--- config.mk ---
export PLATFORM = sky130hd
export DESIGN_NAME = isg_sync_gen
export DESIGN_NICKNAME = d
export VERILOG_FILES = /design/src/rtl/isg_pkg.sv /design/src/rtl/isg_timebase.sv /design/src/rtl/isg_shadow.sv /design/src/rtl/isg_vfsm.sv /design/src/rtl/isg_sync_gen.sv
export SDC_FILE = /design/constraint.sdc
export NUM_CORES = 1
export LEC_CHECK = 0
export BUFFER_PORTS_ARGS = -buffer_cell sky130_fd_sc_hd__buf_2
export CORE_ASPECT_RATIO = 0.5
export CORE_UTILIZATION = 45
export DETAILED_ROUTE_END_ITERATION = 12
export PLACE_DENSITY = 0.78
export SYNTH_ARGS = -nofsm -noshare
export SYNTH_HDL_FRONTEND = slang
export SYNTH_SLANG_ARGS = --single-unit
--- constraint.sdc ---
create_clock -name clk -period 4.1 [get_ports clk]
set_input_delay 0.41 -clock clk [delete_from_list [all_inputs] [get_ports clk]]
set_output_delay 0.41 -clock clk [all_outputs]
set_load 0.02 [all_outputs]
--- src/rtl/isg_pkg.sv ---
package isg_pkg;

    localparam int CW = 12;

    typedef struct packed {
        logic [CW-1:0] hs_start;
        logic [CW-1:0] hs_end;
        logic [CW-1:0] hact_start;
        logic [CW-1:0] hact_end;
        logic [CW-1:0] vs1_on;
        logic [CW-1:0] vs1_off;
        logic [CW-1:0] vs1_ofs;
        logic [CW-1:0] vs2_on;
        logic [CW-1:0] vs2_off;
        logic [CW-1:0] vs2_ofs;
        logic [CW-1:0] fld1_line;
        logic [CW-1:0] fld2_line;
        logic [CW-1:0] fld_ofs;
        logic [CW-1:0] va1_first;
        logic [CW-1:0] va1_last;
        logic [CW-1:0] va2_first;
        logic [CW-1:0] va2_last;
        logic [4:0]    pol;
        logic          clk_inv;
    } isg_cfg_t;

    localparam isg_cfg_t ISG_CFG_DEFAULT = '{
        hs_start:   CW'(28),
        hs_end:     CW'(159),
        hact_start: CW'(122),
        hact_end:   CW'(842),
        vs1_on:     CW'(3),
        vs1_off:    CW'(7),
        vs1_ofs:    CW'(90),
        vs2_on:     CW'(265),
        vs2_off:    CW'(268),
        vs2_ofs:    CW'(855),
        fld1_line:  CW'(3),
        fld2_line:  CW'(265),
        fld_ofs:    CW'(31),
        va1_first:  CW'(21),
        va1_last:   CW'(262),
        va2_first:  CW'(284),
        va2_last:   CW'(524),
        pol:        5'b00101,
        clk_inv:    1'b0
    };

    typedef enum logic {VS_IDLE, VS_PULSE} vs_state_t;
    typedef enum logic {FLD_SECOND, FLD_FIRST} fld_state_t;

endpackage

--- src/rtl/isg_timebase.sv ---
module isg_timebase #(
    parameter int H_TOTAL = 858,
    parameter int V_TOTAL = 525,
    localparam int HW = $clog2(H_TOTAL),
    localparam int VW = $clog2(V_TOTAL + 1)
) (
    input  logic          clk,
    input  logic          rst_n,
    output logic [HW-1:0] hcnt,
    output logic [VW-1:0] vcnt,
    output logic          frame_end
);

    localparam logic [HW-1:0] H_LAST = HW'(H_TOTAL - 1);
    localparam logic [VW-1:0] V_LAST = VW'(V_TOTAL);

    always_ff @(posedge clk or negedge rst_n) begin
        if (!rst_n) begin
            hcnt <= '0;
            vcnt <= VW'(1);
        end else if (hcnt == H_LAST) begin
            hcnt <= '0;
            vcnt <= (vcnt == V_LAST) ? VW'(1) : vcnt + VW'(1);
        end else begin
            hcnt <= hcnt + HW'(1);
        end
    end

    assign frame_end = (hcnt == H_LAST) && (vcnt == V_LAST);

    AST_LINE_ADVANCE: assert property (@(posedge clk) disable iff (!rst_n)
        (hcnt == H_LAST && vcnt != V_LAST) |=> (hcnt == '0 && vcnt == $past(vcnt) + VW'(1)));
    AST_LINE_HOLD: assert property (@(posedge clk) disable iff (!rst_n)
        (hcnt != H_LAST) |=> $stable(vcnt));

endmodule

--- src/rtl/isg_shadow.sv ---
module isg_shadow
    import isg_pkg::*;
#(
    parameter isg_cfg_t RST_CFG = ISG_CFG_DEFAULT
) (
    input  logic     clk,
    input  logic     rst_n,
    input  logic     frame_end,
    input  isg_cfg_t cfg_in,
    output isg_cfg_t cfg_q
);

    always_ff @(posedge clk or negedge rst_n) begin
        if (!rst_n)         cfg_q <= RST_CFG;
        else if (frame_end) cfg_q <= cfg_in;
    end

    AST_SHADOW_FROZEN: assert property (@(posedge clk) disable iff (!rst_n)
        !frame_end |=> $stable(cfg_q));

endmodule

--- src/rtl/isg_vfsm.sv ---
module isg_vfsm
    import isg_pkg::*;
#(
    parameter int H_TOTAL = 858,
    parameter int V_TOTAL = 525,
    localparam int HW = $clog2(H_TOTAL),
    localparam int VW = $clog2(V_TOTAL + 1),
    localparam int NEV = 6
) (
    input  logic          clk,
    input  logic          rst_n,
    input  logic [HW-1:0] hcnt,
    input  logic [VW-1:0] vcnt,
    input  isg_cfg_t      cfg,
    output logic          vs_next,
    output logic          first_next
);

    // event order: vs1 on, vs1 off, vs2 on, vs2 off, field1, field2
    logic [CW-1:0] ev_line [NEV];
    logic [CW-1:0] ev_ofs  [NEV];
    logic [NEV-1:0] ev_hit;

    always_comb begin
        ev_line[0] = cfg.vs1_on;    ev_ofs[0] = cfg.vs1_ofs;
        ev_line[1] = cfg.vs1_off;   ev_ofs[1] = cfg.vs1_ofs;
        ev_line[2] = cfg.vs2_on;    ev_ofs[2] = cfg.vs2_ofs;
        ev_line[3] = cfg.vs2_off;   ev_ofs[3] = cfg.vs2_ofs;
        ev_line[4] = cfg.fld1_line; ev_ofs[4] = cfg.fld_ofs;
        ev_line[5] = cfg.fld2_line; ev_ofs[5] = cfg.fld_ofs;
    end

    generate
        for (genvar g = 0; g < NEV; g++) begin : g_event
            logic [CW:0]   sum;
            logic          wrap;
            logic [CW:0]   pix;
            logic [CW-1:0] line;
            always_comb begin
                sum  = {1'b0, cfg.hact_end} + {1'b0, ev_ofs[g]};
                wrap = sum >= (CW+1)'(H_TOTAL);
                pix  = wrap ? sum - (CW+1)'(H_TOTAL) : sum;
                if (!wrap)                          line = ev_line[g];
                else if (ev_line[g] == CW'(V_TOTAL)) line = CW'(1);
                else                                line = ev_line[g] + CW'(1);
                ev_hit[g] = (pix == (CW+1)'(hcnt)) && (line == CW'(vcnt));
            end
        end
    endgenerate

    vs_state_t  vs_q, vs_d;
    fld_state_t fld_q, fld_d;

    always_ff @(posedge clk or negedge rst_n) begin
        if (!rst_n) begin
            vs_q  <= VS_IDLE;
            fld_q <= FLD_SECOND;
        end else begin
            vs_q  <= vs_d;
            fld_q <= fld_d;
        end
    end

    always_comb begin
        vs_d = vs_q;
        unique case (vs_q)
            VS_IDLE:  if (ev_hit[0] || ev_hit[2]) vs_d = VS_PULSE;
            VS_PULSE: if (ev_hit[1] || ev_hit[3]) vs_d = VS_IDLE;
        endcase
        fld_d = fld_q;
        unique case (fld_q)
            FLD_SECOND: if (ev_hit[4]) fld_d = FLD_FIRST;
            FLD_FIRST:  if (ev_hit[5]) fld_d = FLD_SECOND;
        endcase
    end

    always_comb begin
        vs_next    = (vs_d == VS_PULSE);
        first_next = (fld_d == FLD_FIRST);
    end

    AST_FIELD_ON_SYNC_LINE: assert property (@(posedge clk) disable iff (!rst_n)
        !$stable(fld_q) |-> ($past(CW'(vcnt)) == $past(cfg.fld1_line) ||
                             $past(CW'(vcnt)) == $past(cfg.fld1_line) + CW'(1) ||
                             $past(CW'(vcnt)) == $past(cfg.fld2_line) ||
                             $past(CW'(vcnt)) == $past(cfg.fld2_line) + CW'(1) ||
                             $past(vcnt) == VW'(V_TOTAL)));
    AST_VS_TOGGLE_ON_SYNC_LINE: assert property (@(posedge clk) disable iff (!rst_n)
        $rose(vs_q == VS_PULSE) |-> ($past(CW'(vcnt)) == $past(cfg.vs1_on) ||
                                     $past(CW'(vcnt)) == $past(cfg.vs1_on) + CW'(1) ||
                                     $past(CW'(vcnt)) == $past(cfg.vs2_on) ||
                                     $past(CW'(vcnt)) == $past(cfg.vs2_on) + CW'(1) ||
                                     $past(vcnt) == VW'(V_TOTAL)));

endmodule

--- src/rtl/isg_sync_gen.sv ---
module isg_sync_gen
    import isg_pkg::*;
#(
    parameter int       H_TOTAL = 858,
    parameter int       V_TOTAL = 525,
    parameter isg_cfg_t RST_CFG = ISG_CFG_DEFAULT,
    localparam int HW = $clog2(H_TOTAL),
    localparam int VW = $clog2(V_TOTAL + 1)
) (
    input  logic          clk,
    input  logic          rst_n,
    input  logic [CW-1:0] cfg_hs_start,
    input  logic [CW-1:0] cfg_hs_end,
    input  logic [CW-1:0] cfg_hact_start,
    input  logic [CW-1:0] cfg_hact_end,
    input  logic [CW-1:0] cfg_vs1_on_line,
    input  logic [CW-1:0] cfg_vs1_off_line,
    input  logic [CW-1:0] cfg_vs1_ofs,
    input  logic [CW-1:0] cfg_vs2_on_line,
    input  logic [CW-1:0] cfg_vs2_off_line,
    input  logic [CW-1:0] cfg_vs2_ofs,
    input  logic [CW-1:0] cfg_fld1_line,
    input  logic [CW-1:0] cfg_fld2_line,
    input  logic [CW-1:0] cfg_fld_ofs,
    input  logic [CW-1:0] cfg_va1_first,
    input  logic [CW-1:0] cfg_va1_last,
    input  logic [CW-1:0] cfg_va2_first,
    input  logic [CW-1:0] cfg_va2_last,
    input  logic [4:0]    cfg_polarity,
    input  logic          cfg_clk_inv,
    output logic          hsync_o,
    output logic          hvalid_o,
    output logic          vsync_o,
    output logic          vvalid_o,
    output logic          field_o,
    output logic [HW-1:0] pix_cnt_o,
    output logic [VW-1:0] line_cnt_o
);

    isg_cfg_t      cfg_in, cfg;
    logic [HW-1:0] hcnt;
    logic [VW-1:0] vcnt;
    logic          frame_end;
    logic          vs_next, first_next;

    always_comb begin
        cfg_in.hs_start   = cfg_hs_start;
        cfg_in.hs_end     = cfg_hs_end;
        cfg_in.hact_start = cfg_hact_start;
        cfg_in.hact_end   = cfg_hact_end;
        cfg_in.vs1_on     = cfg_vs1_on_line;
        cfg_in.vs1_off    = cfg_vs1_off_line;
        cfg_in.vs1_ofs    = cfg_vs1_ofs;
        cfg_in.vs2_on     = cfg_vs2_on_line;
        cfg_in.vs2_off    = cfg_vs2_off_line;
        cfg_in.vs2_ofs    = cfg_vs2_ofs;
        cfg_in.fld1_line  = cfg_fld1_line;
        cfg_in.fld2_line  = cfg_fld2_line;
        cfg_in.fld_ofs    = cfg_fld_ofs;
        cfg_in.va1_first  = cfg_va1_first;
        cfg_in.va1_last   = cfg_va1_last;
        cfg_in.va2_first  = cfg_va2_first;
        cfg_in.va2_last   = cfg_va2_last;
        cfg_in.pol        = cfg_polarity;
        cfg_in.clk_inv    = cfg_clk_inv;
    end

    isg_timebase #(.H_TOTAL(H_TOTAL), .V_TOTAL(V_TOTAL)) u_timebase (
        .clk(clk), .rst_n(rst_n), .hcnt(hcnt), .vcnt(vcnt), .frame_end(frame_end)
    );

    isg_shadow #(.RST_CFG(RST_CFG)) u_shadow (
        .clk(clk), .rst_n(rst_n), .frame_end(frame_end), .cfg_in(cfg_in), .cfg_q(cfg)
    );

    isg_vfsm #(.H_TOTAL(H_TOTAL), .V_TOTAL(V_TOTAL)) u_vfsm (
        .clk(clk), .rst_n(rst_n), .hcnt(hcnt), .vcnt(vcnt), .cfg(cfg),
        .vs_next(vs_next), .first_next(first_next)
    );

    // raw active-high windows at the current counter position
    logic [CW-1:0] hpos, vpos;
    logic          hs_raw, hv_raw, vv_raw;
    logic [4:0]    sig_d;

    always_comb begin
        hpos   = CW'(hcnt);
        vpos   = CW'(vcnt);
        hs_raw = (hpos >= cfg.hs_start)   && (hpos < cfg.hs_end);
        hv_raw = (hpos >= cfg.hact_start) && (hpos < cfg.hact_end);
        vv_raw = ((vpos >= cfg.va1_first) && (vpos <= cfg.va1_last)) ||
                 ((vpos >= cfg.va2_first) && (vpos <= cfg.va2_last));
        // order: {field, vsync, vvalid, hsync, hvalid}
        sig_d  = {first_next ? cfg.pol[4] : ~cfg.pol[4],
                  vs_next ^ cfg.pol[3],
                  vv_raw ^ ~cfg.pol[2],
                  hs_raw ^ cfg.pol[1],
                  hv_raw ^ ~cfg.pol[0]};
    end

    logic [4:0]    pos_sig, neg_sig;
    logic [HW-1:0] pos_pix, neg_pix;
    logic [VW-1:0] pos_line, neg_line;

    always_ff @(posedge clk or negedge rst_n) begin
        if (!rst_n) begin
            pos_sig  <= '0;
            pos_pix  <= '0;
            pos_line <= '0;
        end else begin
            pos_sig  <= sig_d;
            pos_pix  <= hcnt;
            pos_line <= vcnt;
        end
    end

    always_ff @(negedge clk or negedge rst_n) begin
        if (!rst_n) begin
            neg_sig  <= '0;
            neg_pix  <= '0;
            neg_line <= '0;
        end else begin
            neg_sig  <= pos_sig;
            neg_pix  <= pos_pix;
            neg_line <= pos_line;
        end
    end

    always_comb begin
        if (cfg.clk_inv) begin
            {field_o, vsync_o, vvalid_o, hsync_o, hvalid_o} = neg_sig;
            pix_cnt_o  = neg_pix;
            line_cnt_o = neg_line;
        end else begin
            {field_o, vsync_o, vvalid_o, hsync_o, hvalid_o} = pos_sig;
            pix_cnt_o  = pos_pix;
            line_cnt_o = pos_line;
        end
    end

    AST_HALF_CYCLE_COPY: assert property (@(posedge clk) disable iff (!rst_n)
        (neg_sig == pos_sig) && (neg_pix == pos_pix) && (neg_line == pos_line));

endmodule

==> flow_results.org, run 1 <==
** Yosys
- Top FF cell, synth :: dfrtp_1
- Netlist cell types :: approximately 110
- The commonest cells after synthesis are dfrtp_1 (190), nand2_1 (177), o21ai_0 (158), mux2_2 (153), ha_1 (133).
- Synthesized area :: ~19000 sq um
- Number of flops mapped to enable cells by yosys :: 0
- #FFs+latches synth :: around 280
- Synthesis produced a netlist with a net count of around 2400.
- Sequential fraction of the synthesis area :: 36.93%
- Leading cell type by number of instances after synthesis :: dfrtp_1
- In the synthesized netlist the async set-or-reset flop fraction comes to between 90% and 100%.
- Post-Syn Instances :: 2024
- Synthesized area per cell :: between 9 and 10 sq um
- Area share of the largest cell type after synthesis :: about a quarter
- The biggest area contributor in the post-synthesis netlist is dfrtp_1.
- In the post-synthesis netlist, the biggest area contributors are dfrtp_1 (25%), dfstp_2 (9.1%), mux2_2 (8.9%).
- Number of warnings printed during yosys synthesis :: 0

** Power and ir drop
- Power density over cell area :: 249.3 nW/um^2
- For this design the static power due to leakage is roughly 11 nW.
- VDD IR max :: 345.0 uV

** STA
- Number of hold violations in the final report :: 0
- Max Clock Freq :: between 200 and 250 MHz
- Setup violations remaining at the end of the flow were counted as 0.
- Count of pins over their slew limit :: 0
- Across all hold checks on the routed design, the worst slack comes to ~0.016 ns.
- Relative max-transition margin :: between 20% and 30%
- The worst path in the final design needs a cycle of slightly above 4 ns, including I/O delays and setup.
- For the final routed database, the setup TNS stands at 0 ns.
- Share of the clock period used by the worst path after layout :: 98.38%
- Transition at the pin with the smallest max-transition slack :: 1.183 ns
- For the final database, setup skew stands at around 0.024 ns.
- Once routing completed, OpenROAD measured the worst setup slack at around 0.066 ns.

** Cells and area
- Final-layout fill cell count :: roughly 3700
- Cells with a size suffix above 1 make up around 31% of the layout.
- Relative to the synthesized area, the layout overhead comes to 20.47%.
- The finished cells cover roughly 23000 sq um.
- The net count of the finished layout is 2659.
- The multi-input combinational cells in the finished layout cover a total of about 12000 sq um.
- The sequential cells in the finished layout cover a total of a little over 7000 sq um.

** Floorplan
- The floorplan has 53 rows.
- Overall die area :: 43850 sq um
- For this configuration, the core starts out at a cell density of a little under half.
- The floorplan step defined a core boundary enclosing about 42000 sq um.
- # IOs :: about 240
- From bottom edge to top edge, the die measures between 100 and 150 microns.
- Die width :: between 200 and 300 microns

** Hold path
- The path with the worst hold slack has its endpoint at u_shadow.cfg_q[67].
- Min-Delay Startpoint :: cfg_fld2_line[1]
- The worst hold path belongs to the class input port to register.
- Cell count of the worst hold path :: 3

** Worst setup path
- In this run the critical register-to-register path is captured at pos_sig[4].
- Reg2reg setup slack :: 0.07 ns
- The startpoint identified for the worst register-to-register timing path is u_shadow.cfg_q[163].
- STA puts the critical path data required time at between 4 and 5 ns.
- STA classifies the critical path startpoint as a register.
- Worst Reg2Reg Path Length in Cells :: 15
- Crit Path Class :: register to register
- STA classifies the critical path endpoint as a register.
- Along the worst path, the maximum fanout reaches 6.
- CP arrival :: ~4.5 ns

** Drt
- Average wire length per cell after detail routing :: slightly below 20 microns
- In this run, the number of DRC markers left after iteration 0 of detailed routing was around 1200.
- Post-route antenna net violation count :: 0
- Total via count after detailed routing :: around 17000
- First drt pass iteration count :: 6
- Detail-routed via count per cell :: around 5.7
- Drc violations :: 0
- The routed design has roughly 56000 microns of wire.

** Run
- Max-cap violations in this run came to 0.

** Clock network
- TritonCTS clock tree :: built
- Counting along the longest clock path gives a buffer depth of 3.
- Clock transition time at the flip-flop clock pins of the worst setup and hold paths :: roughly 0.070 ns
- Clock tree synthesis inserted a total of 28 buffers.
- In this run the number of H-tree levels came out at 1.
- Clock tree synthesis found a total of 282 sinks.
- The root buffer cell chosen for the clock tree is clkbuf_16.
- For the worst-skew pair, the clock arrives at the later sink with an insertion delay of just under 0.6 ns.

** Placed design
- Buffers added on ports :: approximately 240
- Total placed instance area :: around 22000 sq um
- Last weighted congestion value of the routability-driven placer :: between 0.9 and 1
- Prior to clock tree synthesis, the placed netlist has a worst setup slack of 0.06478 ns.
- HPWL after detailed placement :: roughly 42000 microns

** GRT
- Vias in the first global route :: approximately 16000
- Entering global routing, the biggest net connects 72 pins.
- Number of antenna violations at the first check in global routing :: 7
- Global routing used 25.08% of the available tracks.
- Summed over all layers, the global routing overflow is 0.
- The first global-routing pass estimated roughly 88000 microns of wire.

** Status
- Outcome :: finished, final reports clean
## through the flow
stage          cells  util (%)  total power (W)
2_1_floorplan   2024         -         0.002838
3_3_place_gp    2831     51.27         0.003004
3_5_place_dp    2831     51.27         0.003006
4_1_cts         2884     53.72         0.005858
5_1_grt         2916     55.24         0.005976
6_report        2916     55.24         0.005807
## state kept, by name, indices dropped and copies added, names as in the netlist, 5 cells and up
register,count
u_shadow.cfg_q,210
neg_line,10
neg_pix,10
pos_line,10
pos_pix,10
u_timebase.hcnt,10
u_timebase.vcnt,10
neg_sig,5
pos_sig,5
## metal layers
layer | track usage (%) | wire length [microns] | up-vias
met4 | 7.332 | 1458 | 0
li1 | - | - | 7902
met1 | 33.53 | 24550 | 8126
met3 | 5.185 | 3853 | 104
met5 | 0 | 0 | -
met2 | 41.04 | 26380 | 546
## layout make-up
type,instances,share of cell area [%]
Sequential cell,282,30.66
Timing Repair Buffer,358,9.566
Clock inverter,20,1.187
Antenna cell,6,0.06445
Tap cell,577,3.099
Inverter,120,1.950
Clock buffer,32,3.201
Multi-Input combinational cell,1521,50.28
## critical path, stage by stage, from the launching register on
cell and delay [ns]:
dfstp_2 0.56, clkinvlp_4 0.18, fa_2 0.41, and2b_2 0.29
o22ai_4 0.08, xnor2_2 0.25, buf_6 0.17, a32o_2 0.21
a21oi_2 0.06, o31ai_2 0.34, mux2i_1 0.13, mux2_4 0.29
nor4_4 0.35, nor4b_4 0.30, a21o_1 0.18, o221ai_2 0.09
## kinds of logic (layout without fill, tap and decap cells)
family | Yosys count | in the layout | share of synthesized area [%]
simple gates | 586 | 586 | 15.77
compound gates | 498 | 498 | 17.57
flops | 282 | 282 | 36.93
buf+inv | 221 | 530 | 4.646
mux | 167 | 167 | 9.660
fa+ha+maj | 136 | 136 | 8.916
xor+xnor | 134 | 134 | 6.516
other cells | 0 | 6 | 0
## power breakdown
part,total (W),internal (W),switching (W)
sequential,0.00279,0.00279,0
combinational,0.000167,0.0000766,0.0000907
clock,0.00285,0.00164,0.00121
## repair_timing
| action | CTS | global route |
|---|---|---|
| hold buffers | 1 | 0 |
| buffers inserted | 0 | 27 |
| endpoints found under the hold margin | 33 | 0 |
| setup endpoints to repair | 0 | 4 |
| resized for setup | 0 | 78 |
## cells in the final DEF (no fill, tap or decap), types with 25 or more instances in the layout
master,count
inv_1,115
a21o_1,45
mux2_2,152
clkbuf_16,28
dfrtp_1,189
ha_1,130
o21ai_0,156
a21oi_1,75
buf_4,109
nor3_1,38
xor2_1,42
buf_2,235
and3_1,25
nor2b_1,28
nand2_1,177
nand4_1,41
nor2_1,95
dfstp_2,67
nand3_1,39
xnor2_1,78
dfrtn_1,25
## worst max-delay path by stage
stage,start,slack (ns),to
2_1_floorplan,u_shadow.cfg_q[90],0.13,pos_sig[3]
3_5_place_dp,u_shadow.cfg_q[54],0.06,pos_sig[4]
5_1_grt,u_shadow.cfg_q[90],-0.09,pos_sig[3]
6_report,u_shadow.cfg_q[163],0.07,pos_sig[4]
4_1_cts,u_shadow.cfg_q[54],0.03,pos_sig[4]
3_3_place_gp,u_shadow.cfg_q[54],0.16,u_vfsm.fld_q
Note: power is estimated with default switching activity, not from simulation.
==> run 2, diff against run 1 <==
- SYNTH_HIERARCHICAL: default -> 1
==> run 2 against run 1 <==
The run now ends with negative setup slack left. Combinational power hardly changed. Die area is 1.8% higher. Fmax is 4.3% lower. Utilization is 2.1 points higher. Total power is 0.43% higher. Critical path depth is 3 higher. Worst hold slack better by 0.039 ns. Final cell count is 1.6% higher. Register-to-register slack worse by 0.18 ns. Cell area is 4.8% higher.
==> flow_results.org, run 2 <==
** STA
- The worst max-slew margin expressed relative to the limit was 45.56% (+24 points).
- Setup repair after global routing could not meet its margin everywhere.
- The final worst-path cycle share is 102.8% (+4.4 points).
- The total count of hold-check failures in the final report came to 0 (unchanged).
- Max Clock Freq :: 237.2 MHz (-4.3%)
- The final critical delay including setup and external delays is 4.215 ns (+0.1818 ns).
- The final max-slew violation count is 0 (unchanged).
- The final setup slack of the worst path was -0.1154 ns (-0.1818 ns).
- Transition at the pin with the smallest max-transition slack :: 0.8166 ns (-0.3663 ns)
- The count of final setup violators was 2 (+2).
- The worst clock skew on the final layout came to 0.01596 ns (-0.007806 ns).

** Drt
- The detail-routed via count per cell is 5.793 (+1.3%).
- The iteration-0 DRC count of the detailed router came to 1511 (+25%).
- Average wire length per cell after detail routing :: 19.41 microns (+0.63%)
- The final routed wirelength across all metal layers is 57500 microns (+2.2%).
- Drc violations :: 0 (unchanged)
- First drt pass iteration count :: 7 (+1)
- The via total after detailed routing is 17166 (+2.9%).
- Post-route antenna net violation count :: 0 (unchanged)

** Floorplan
- The placeable core region is 42570 sq um (+0.94%).
- # IOs :: 237 (unchanged)
- The initial standard-cell utilization of the core is 46.23% (+0.38 points).
- The cell row count is 53 (unchanged).
- Die width :: 297.8 microns (+0.88%)
- Overall die area :: 44630 sq um (+1.8%)
- Vert. Die Dim :: 149.9 microns (+0.87%)

** Power and ir drop
- The power density relative to cell area is 239.0 nW/um^2 (-4.1%).
- VDD IR max :: 304.7 uV (-12%)
- Leakage dissipation :: 11.31 nW (-1.1%)
- The power consumption was 0.005833 W (+0.43%).

** Clock network
- Clock Tree Root :: clkbuf_16
- The number of buffers added by the clock tree synthesis step came to 29 (+3.6%).
- TritonCTS built the clock tree.
- The total number of clock tree sinks is 282 (unchanged).
- The worst-case clock buffer depth was 3 (unchanged).
- The H-tree level count is 1 (unchanged).
- Source-to-sink clock delay at the later pin of the worst-skew pair :: 0.58 ns (about the same)
- Clock transition time at the flip-flop clock pins of the worst setup and hold paths :: 0.07 ns (about the same)

** Yosys
- Area share of the largest cell type after synthesis :: 24.16% (-0.43 points)
- The post-synthesis cell type count came to 103 (-2.8%).
- Post-synth top cells :: mux2_2 (238), dfrtp_1 (190), ha_1 (133), inv_1 (124), nor2_1 (105)
- Synthesized area per cell :: 10.05 sq um (+5.2%)
- The Yosys warning count was 6 (+6).
- Asr flop ratio synth :: 100.0% (unchanged)
- The largest total area in the synthesized netlist belongs to dfrtp_1.
- Leading post-synthesis cells by cell area :: dfrtp_1 (24%), mux2_2 (14%), dfstp_2 (8.9%)
- The post-synthesis sequential element count is 282 (unchanged).
- The number of nets in the synthesized netlist was 2306 (-2.8%).
- The part of the Yosys area used for sequential elements is 36.28% (-0.64 points).
- The synthesized instance count came to 1958 (-3.3%).
- The number of enable flip-flop cells after synthesis was 0 (unchanged).
- Top FF cell, synth :: dfrtp_1
- The synthesized area was 19680 sq um (+1.8%).
- Leading cell type by number of instances after synthesis :: mux2_2

** GRT
- Total global-route track usage :: 24.79% (-0.30 points)
- Number of antenna violations at the first check in global routing :: 10 (+3)
- Global-route wire length before repair :: 88720 microns (+1.4%)
- The number of global-route vias before repair was 17017 (+3.9%).
- The remaining global-route overflow came to 0 (unchanged).
- Largest net degree at the start of global routing :: 79 (+9.7%)

** Cells and area
- The layout net count was 2701 (+1.6%).
- Final Instance Count excl. Fillers :: 2963 (+1.6%)
- Number of flip-flops under the largest register name :: 210 (unchanged)
- Fraction of final layout cells with drive strength greater than 1 :: 38.51% (+7.4 points)
- Growth of design area from synthesis to finish :: 24.01%
- Ranked by flip-flop count, first place goes to u_shadow/cfg_q.
- Final-layout fill cell count :: 3492 (-5.8%)
- Commonest cells after routing, fill and taps aside :: mux2_2 (237), buf_2 (235), buf_4 (194)
- Leaving out fill and tap cells, the most frequent cell in the layout is mux2_2.

** Placed design
- Last weighted congestion value of the routability-driven placer :: 0.9628 (+1.8%)
- The total half-perimeter wirelength after legalization and detailed placement was 40470 microns (-3.6%).
- The worst setup timing slack at the placement stage is -0.5286 ns (-0.5934 ns).
- The instance count after placement with tap cells included came to 2867 (+1.3%).
- The quantity of I/O buffers inserted on ports was 236 (unchanged).

** Worst setup path
- The worst path required time came to 4.61 ns (+0.04 ns).
- Critical path startpoint category :: register
- The top fanout value on the critical path was 6 (unchanged).
- Largest stage delay on the critical path :: 0.53 ns (-0.03 ns)
- Cell with the largest stage delay on the worst path :: or4b_4
- Critical Path Sink Type :: register
- Crit-path cells :: buf_4 > ha_4 > buf_4 > a211o_1 > a41o_4 > a211o_1 > o21ai_2 > nor2b_4 > a2111oi_4 > buf_6 > buf_6 > nor2_1 > mux2i_1 > xor2_1 > a2111oi_0 > or4b_4 > o211ai_4 > xor2_1
- Crit Path Class :: register to register
- CP arrival :: 4.72 ns (+0.22 ns)

** Status
- Violations in the final reports :: negative setup slack
- Outcome :: finished, violations left

** Run
- The max-capacitance violation count is 0 (unchanged).

** Hold path
- Min-delay worst type :: input port to register
-- run 2: changes by cell type after synthesis, moves of 25 or more --
| cell | change |
|---|---|
| clkbuf_1 | -28 |
| mux2_2 | +85 |
| nand2_1 | -88 |
| nand3_1 | +25 |
| o21ai_0 | -89 |
-- run 2: stage by stage --
step	util [%]	TNS (ns)	instance area [sq um]	hold slack, ns
CTS	56.09	-0.02740	23880	0.03569
finish	57.32	-0.2121	24400	0.05529
global placement	52.85	-0.8990	22500	0.4293
global route	57.32	-0.7741	24400	0.04270
floorplan	-	0	19680	0.1144
detailed placement	52.85	-1.371	22500	0.4276
-- run 2: what timing repair did --
action	CTS	global route
resized for setup	52	77
hold buffers	1	0
pin swaps	29	43
buffers inserted	17	15
setup endpoints to repair	4	4
cloned	0	1
hold endpoints to repair	38	0
-- run 2: metal layers --
| layer | wire (microns) | vias to the layer above | global-route usage [%] |
|---|---|---|---|
| met4 | 2098 | 2 | 10.03 |
| li1 | - | 8001 | - |
| met5 | 13 | - | 0 |
| met3 | 3698 | 149 | 3.978 |
| met2 | 27520 | 648 | 42.54 |
| met1 | 24170 | 8366 | 31.33 |
-- run 2: cell families (layout without fill, tap and decap cells) --
kind of cell / count (synthesis) / count (layout) / synth area share, %
AND/OR/NAND/NOR: 515 / 515 / 14.23
multiplexers: 259 / 259 / 14.69
buffers and inverters: 212 / 630 / 5.131
adder cells (fa/ha/maj): 136 / 136 / 8.761
flip-flops: 282 / 282 / 36.28
AO/OA/AOI/OAI: 424 / 424 / 15.02
XOR/XNOR: 130 / 130 / 5.894
other: 0 / 10 / 0
-- run 2: final cells by class --
cell class | count | area (sq um) | area share [%]
Multi-Input combinational cell | 1464 | 12060 | 49.43
Sequential cell | 282 | 7142 | 29.26
Timing Repair Buffer | 451 | 2948 | 12.08
Clock buffer | 35 | 810.8 | 3.322
Tap cell | 577 | 721.9 | 2.958
Inverter | 125 | 471.7 | 1.933
Clock inverter | 19 | 222.7 | 0.9126
Antenna cell | 10 | 25.02 | 0.1025
-- run 2: critical path, delay by kind of cell, from the launching register on --
kind | cells | cell delay (ns)
simple gates | 3 | 0.67
flops | 1 | 0.46
buf+inv | 4 | 0.59
compound gates | 7 | 1.83
mux | 1 | 0.19
xor+xnor | 2 | 0.24
fa+ha+maj | 1 | 0.15
-- run 2: worst paths after layout --
path | slack (ns) | cells past startpoint | end | startpoint
worst max-delay path | -0.12 | 18 | pos_sig[3] | u_shadow/cfg_q[162]
worst min-delay path | 0.06 | 2 | u_shadow/cfg_q[154] | cfg_vs1_on_line[4]
min in group asynchronous | 0.42 | 2 | pos_sig[1] | rst_n
max in group asynchronous | 1.28 | 2 | neg_line[5] | rst_n
worst max register to register | -0.12 | 18 | pos_sig[3] | u_shadow/cfg_q[162]
worst min register to register | 0.48 | 1 | pos_sig[1] | u_shadow/cfg_q[2]
-- run 2: power breakdown --
group / switching, W / internal, W / total (W)
Combinational: 0.0000903 / 0.0000756 / 0.000166
Sequential: 0 / 0.00279 / 0.00279
Clock: 0.00121 / 0.00167 / 0.00288
==> run 3, diff against run 2 <==
- PLACE_DENSITY: 0.78 -> 0.75
- SKIP_LAST_GASP: default -> 1
- clock period: 4.1 -> 4.99 ns (I/O delays scaled with it)
==> run 3 against run 2 <==
The run now ends clean. Critical path depth decreased by 3. Non-clock buffer count down 175. Sequential power down 18%. Critical path type unchanged. Critical endpoint unchanged.
==> flow_results.org, run 3 (synthesized netlist as in run 2, its figures left out) <==
** Cells and area
- The area growth from synthesis to layout is 13.89%.
- The layout net count is 2526 (-6.5%).
- The flip-flop count of the largest register after layout came to 210 (unchanged).
- u_shadow/cfg_q holds more flip-flops than any other register.
- The top cell types in the final layout, fill and taps aside, are mux2_2 (238), buf_2 (235), dfrtp_1 (190).
- Post-layout utilization of the core :: 52.65% (-4.7 points)
- The filler cell count was 3764 (+7.8%).
- The share of final-layout standard cells stronger than drive strength 1 was 30.32% (-8.2 points).
- Most common cell after layout, fill and taps aside :: mux2_2

** Floorplan
- # IOs :: 237 (unchanged)
- The floorplan die height was 149.9 microns (unchanged).
- Core region area :: 42570 sq um (unchanged)
- The die boundary width was 297.8 microns (unchanged).
- The cell row count is 53 (unchanged).
- Overall die area :: 44630 sq um (unchanged)
- The initial standard-cell utilization of the core was 46.23% (unchanged).

** Placed design
- The last weighted congestion value of the routability-driven placer came to 0.9704 (+0.79%).
- Buffers added on ports :: 236 (unchanged)
- The total half-perimeter wirelength after legalization and detailed placement was 38910 microns (-3.9%).
- The worst setup timing slack at the placement stage came to 0.2316 ns (+0.7602 ns).

** Power and ir drop
- Sequential share of power :: 49.2% (+1.4 points)
- Leakage dissipation :: 10.25 nW (-9.4%)
- The net switching fraction of the power was 22.49% (+0.23 points).
- The part of the total power dissipated in the clock network came to 47.8% (-1.6 points).
- Combinational cell fraction of total power :: 3.0% (+0.2 points)
- The power density relative to cell area is 207.4 nW/um^2 (-13%).
- The design internal power is 0.003604 W (-21%).
- The worst vdd rail ir drop was 314.8 uV (+3.3%).
- Net load switching power :: 0.001046 W (-19%)

** Drt
- The via total after detailed routing was 16249 (-5.3%).
- Drc violations :: 0 (unchanged)
- The met1 wire length is 23980 microns (-0.80%).
- The number of optimization iterations in the first detailed-route pass was 5 (-2).
- Routed signal wires occupy layers up through met4.
- Met2 Wirelength :: 25420 microns (-7.6%)
- The final routed wirelength across all metal layers was 53940 microns (-6.2%).
- The detail-routed via count per cell came to 5.818 (+0.42%).
- The iteration-0 DRC count of the detailed router came to 1261 (-17%).
- Post-route antenna net violation count :: 0 (unchanged)
- The routed length on met3 came to 2780 microns (-25%).
- The routed length per placed instance is 19.31 microns (-0.49%).

** Clock network
- In this run the clock root is driven by a clkbuf_16.
- The number of buffers added by the clock tree synthesis step was 29 (unchanged).
- TritonCTS clock tree :: built
- Max Buffers Root-to-Sink :: 3 (unchanged)
- Number of H-tree levels :: 1 (unchanged)
- The clock transition at the registers of the reported paths came to 0.07 ns (about the same).
- Source-to-sink clock delay at the later pin of the worst-skew pair :: 0.57 ns (about the same)
- The total number of clock tree sinks was 282 (unchanged).

** Worst setup path
- Largest stage delay on the critical path :: 0.59 ns (+0.06 ns)
- Crit Path Class :: register to register
- The count of cell instances traversed by the critical path came to 15 (-3).
- Crit-path cells :: inv_1 > fa_1 > nand2b_1 > a21o_1 > a211oi_1 > mux2_2 > o21ai_1 > a211oi_4 > buf_4 > a311o_1 > a221o_1 > a2111oi_1 > nand4_1 > o211ai_2 > xor2_1
- The count of buffer and inverter cells on the critical path came to 2 (-2).
- The worst register-to-register path begins at u_shadow/cfg_q[163].
- Reg-to-reg critical path endpoint :: pos_sig[3]
- Critical path startpoint category :: register
- In this run the worst setup path begins at u_shadow/cfg_q[163].
- The top fanout value on the critical path was 18 (+12).
- Worst Reg2Reg Path Length in Cells :: 15 (-3)
- Category of cells accounting for the largest share of critical-path delay :: compound AO/OA/AOI/OAI gates
- Required time of the critical path :: 5.47 ns (+0.86 ns)
- Critical Path Sink Type :: register
- The largest individual stage delay along the critical path comes from the cell dfstp_2.
- The arrival time of the worst setup path was 5.18 ns (+0.46 ns).
- Endpoint of the worst setup timing path :: pos_sig[3]
- The slack of the worst reg-to-reg path was 0.29 ns (+0.41 ns).

** STA
- The total count of hold-check failures in the final report is 0 (unchanged).
- PnR worst setup slack :: 0.2908 ns (+0.4063 ns)
- Transition at the pin with the smallest max-transition slack :: 1.024 ns (+0.2071 ns)
- Relative max-transition margin :: 31.75% (-14 points)
- Max Clock Freq :: 212.8 MHz (-10%)
- The worst clock skew on the final layout was 0.01683 ns (+0.0008765 ns).
- The count of final setup violators came to 0 (-2).
- The sum of negative setup slack was 0 ns (+0.2121 ns).
- The final max-slew violation count was 0 (unchanged).
- The final critical delay including setup and external delays came to 4.699 ns (+0.4837 ns).
- The final worst-path cycle share came to 94.17% (-8.6 points).

** GRT
- The largest net degree at the start of global routing came to 88 (+11%).
- The number of global-route vias before repair is 15747 (-7.5%).
- The global-route wire length before repair was 85010 microns (-4.2%).
- The total global-route track usage was 23.77% (-1.0 points).
- Number of antenna violations at the first check in global routing :: 12 (+2)
- Total congestion overflow :: 0 (unchanged)

** Hold path
- The path class of the tightest hold or removal check is input port to register.

** Status
- Outcome :: finished, final reports clean

** Run
- The max-capacitance violation count is 0 (unchanged).
## run 3: how the worst min path moves through the flow
stage,startpoint,to,slack [ns],depth (start not counted)
finish,cfg_polarity[1],u_shadow/cfg_q[2],0.16,2
detailed placement,u_shadow/cfg_q[4],pos_sig[3],0.46,1
floorplan,rst_n,pos_line[0],0.20,0
CTS,cfg_vs2_off_line[6],u_shadow/cfg_q[108],0.14,2
global placement,u_shadow/cfg_q[2],pos_sig[1],0.46,1
global route,cfg_vs2_on_line[7],u_shadow/cfg_q[121],0.14,2
## run 3: layout make-up
type | count | area [sq um] | area share (%)
Multi-Input combinational cell | 1464 | 11540 | 51.50
Sequential cell | 282 | 7141 | 31.86
Timing Repair Buffer | 276 | 1544 | 6.888
Clock buffer | 39 | 813.3 | 3.628
Tap cell | 577 | 721.9 | 3.221
Inverter | 125 | 469.2 | 2.093
Clock inverter | 14 | 142.6 | 0.6364
Antenna cell | 16 | 40.04 | 0.1786
## run 3: repair_timing
item,CTS,global route
hold buffers,1,0
buffers inserted,0,4
gates resized for setup,0,1
endpoints found under the hold margin,49,0
endpoints found under the setup margin,0,2
## run 3: routing by layer
layer / vias to the layer above / track usage (%)
met1: 7959 / 31.71
met2: 517 / 39.50
met3: 105 / 3.441
met4: 0 / 8.454
met5: - / 0
li1: 7668 / -
## run 3: stage by stage
step | hold WS [ns] | instances | total power (W) | cell area, sq um
floorplan | 0.2034 | 1958 | 0.002332 | 19680
detailed placement | 0.4608 | 2719 | 0.002471 | 21380
CTS | 0.1367 | 2773 | 0.004699 | 22340
finish | 0.1570 | 2793 | 0.004650 | 22410
global route | 0.1445 | 2790 | 0.004801 | 22410
global placement | 0.4555 | 2719 | 0.002468 | 21380
## run 3: power groups by stage
stage | combinational [W] | sequential (W) | clock, W
finish | 0.000138 | 0.00229 | 0.00222
global route | 0.000154 | 0.00229 | 0.00236
CTS | 0.000142 | 0.00229 | 0.00227
detailed placement | 0.000141 | 0.00233 | 0
global placement | 0.000138 | 0.00233 | 0
floorplan | 0.00000139 | 0.00233 | 0
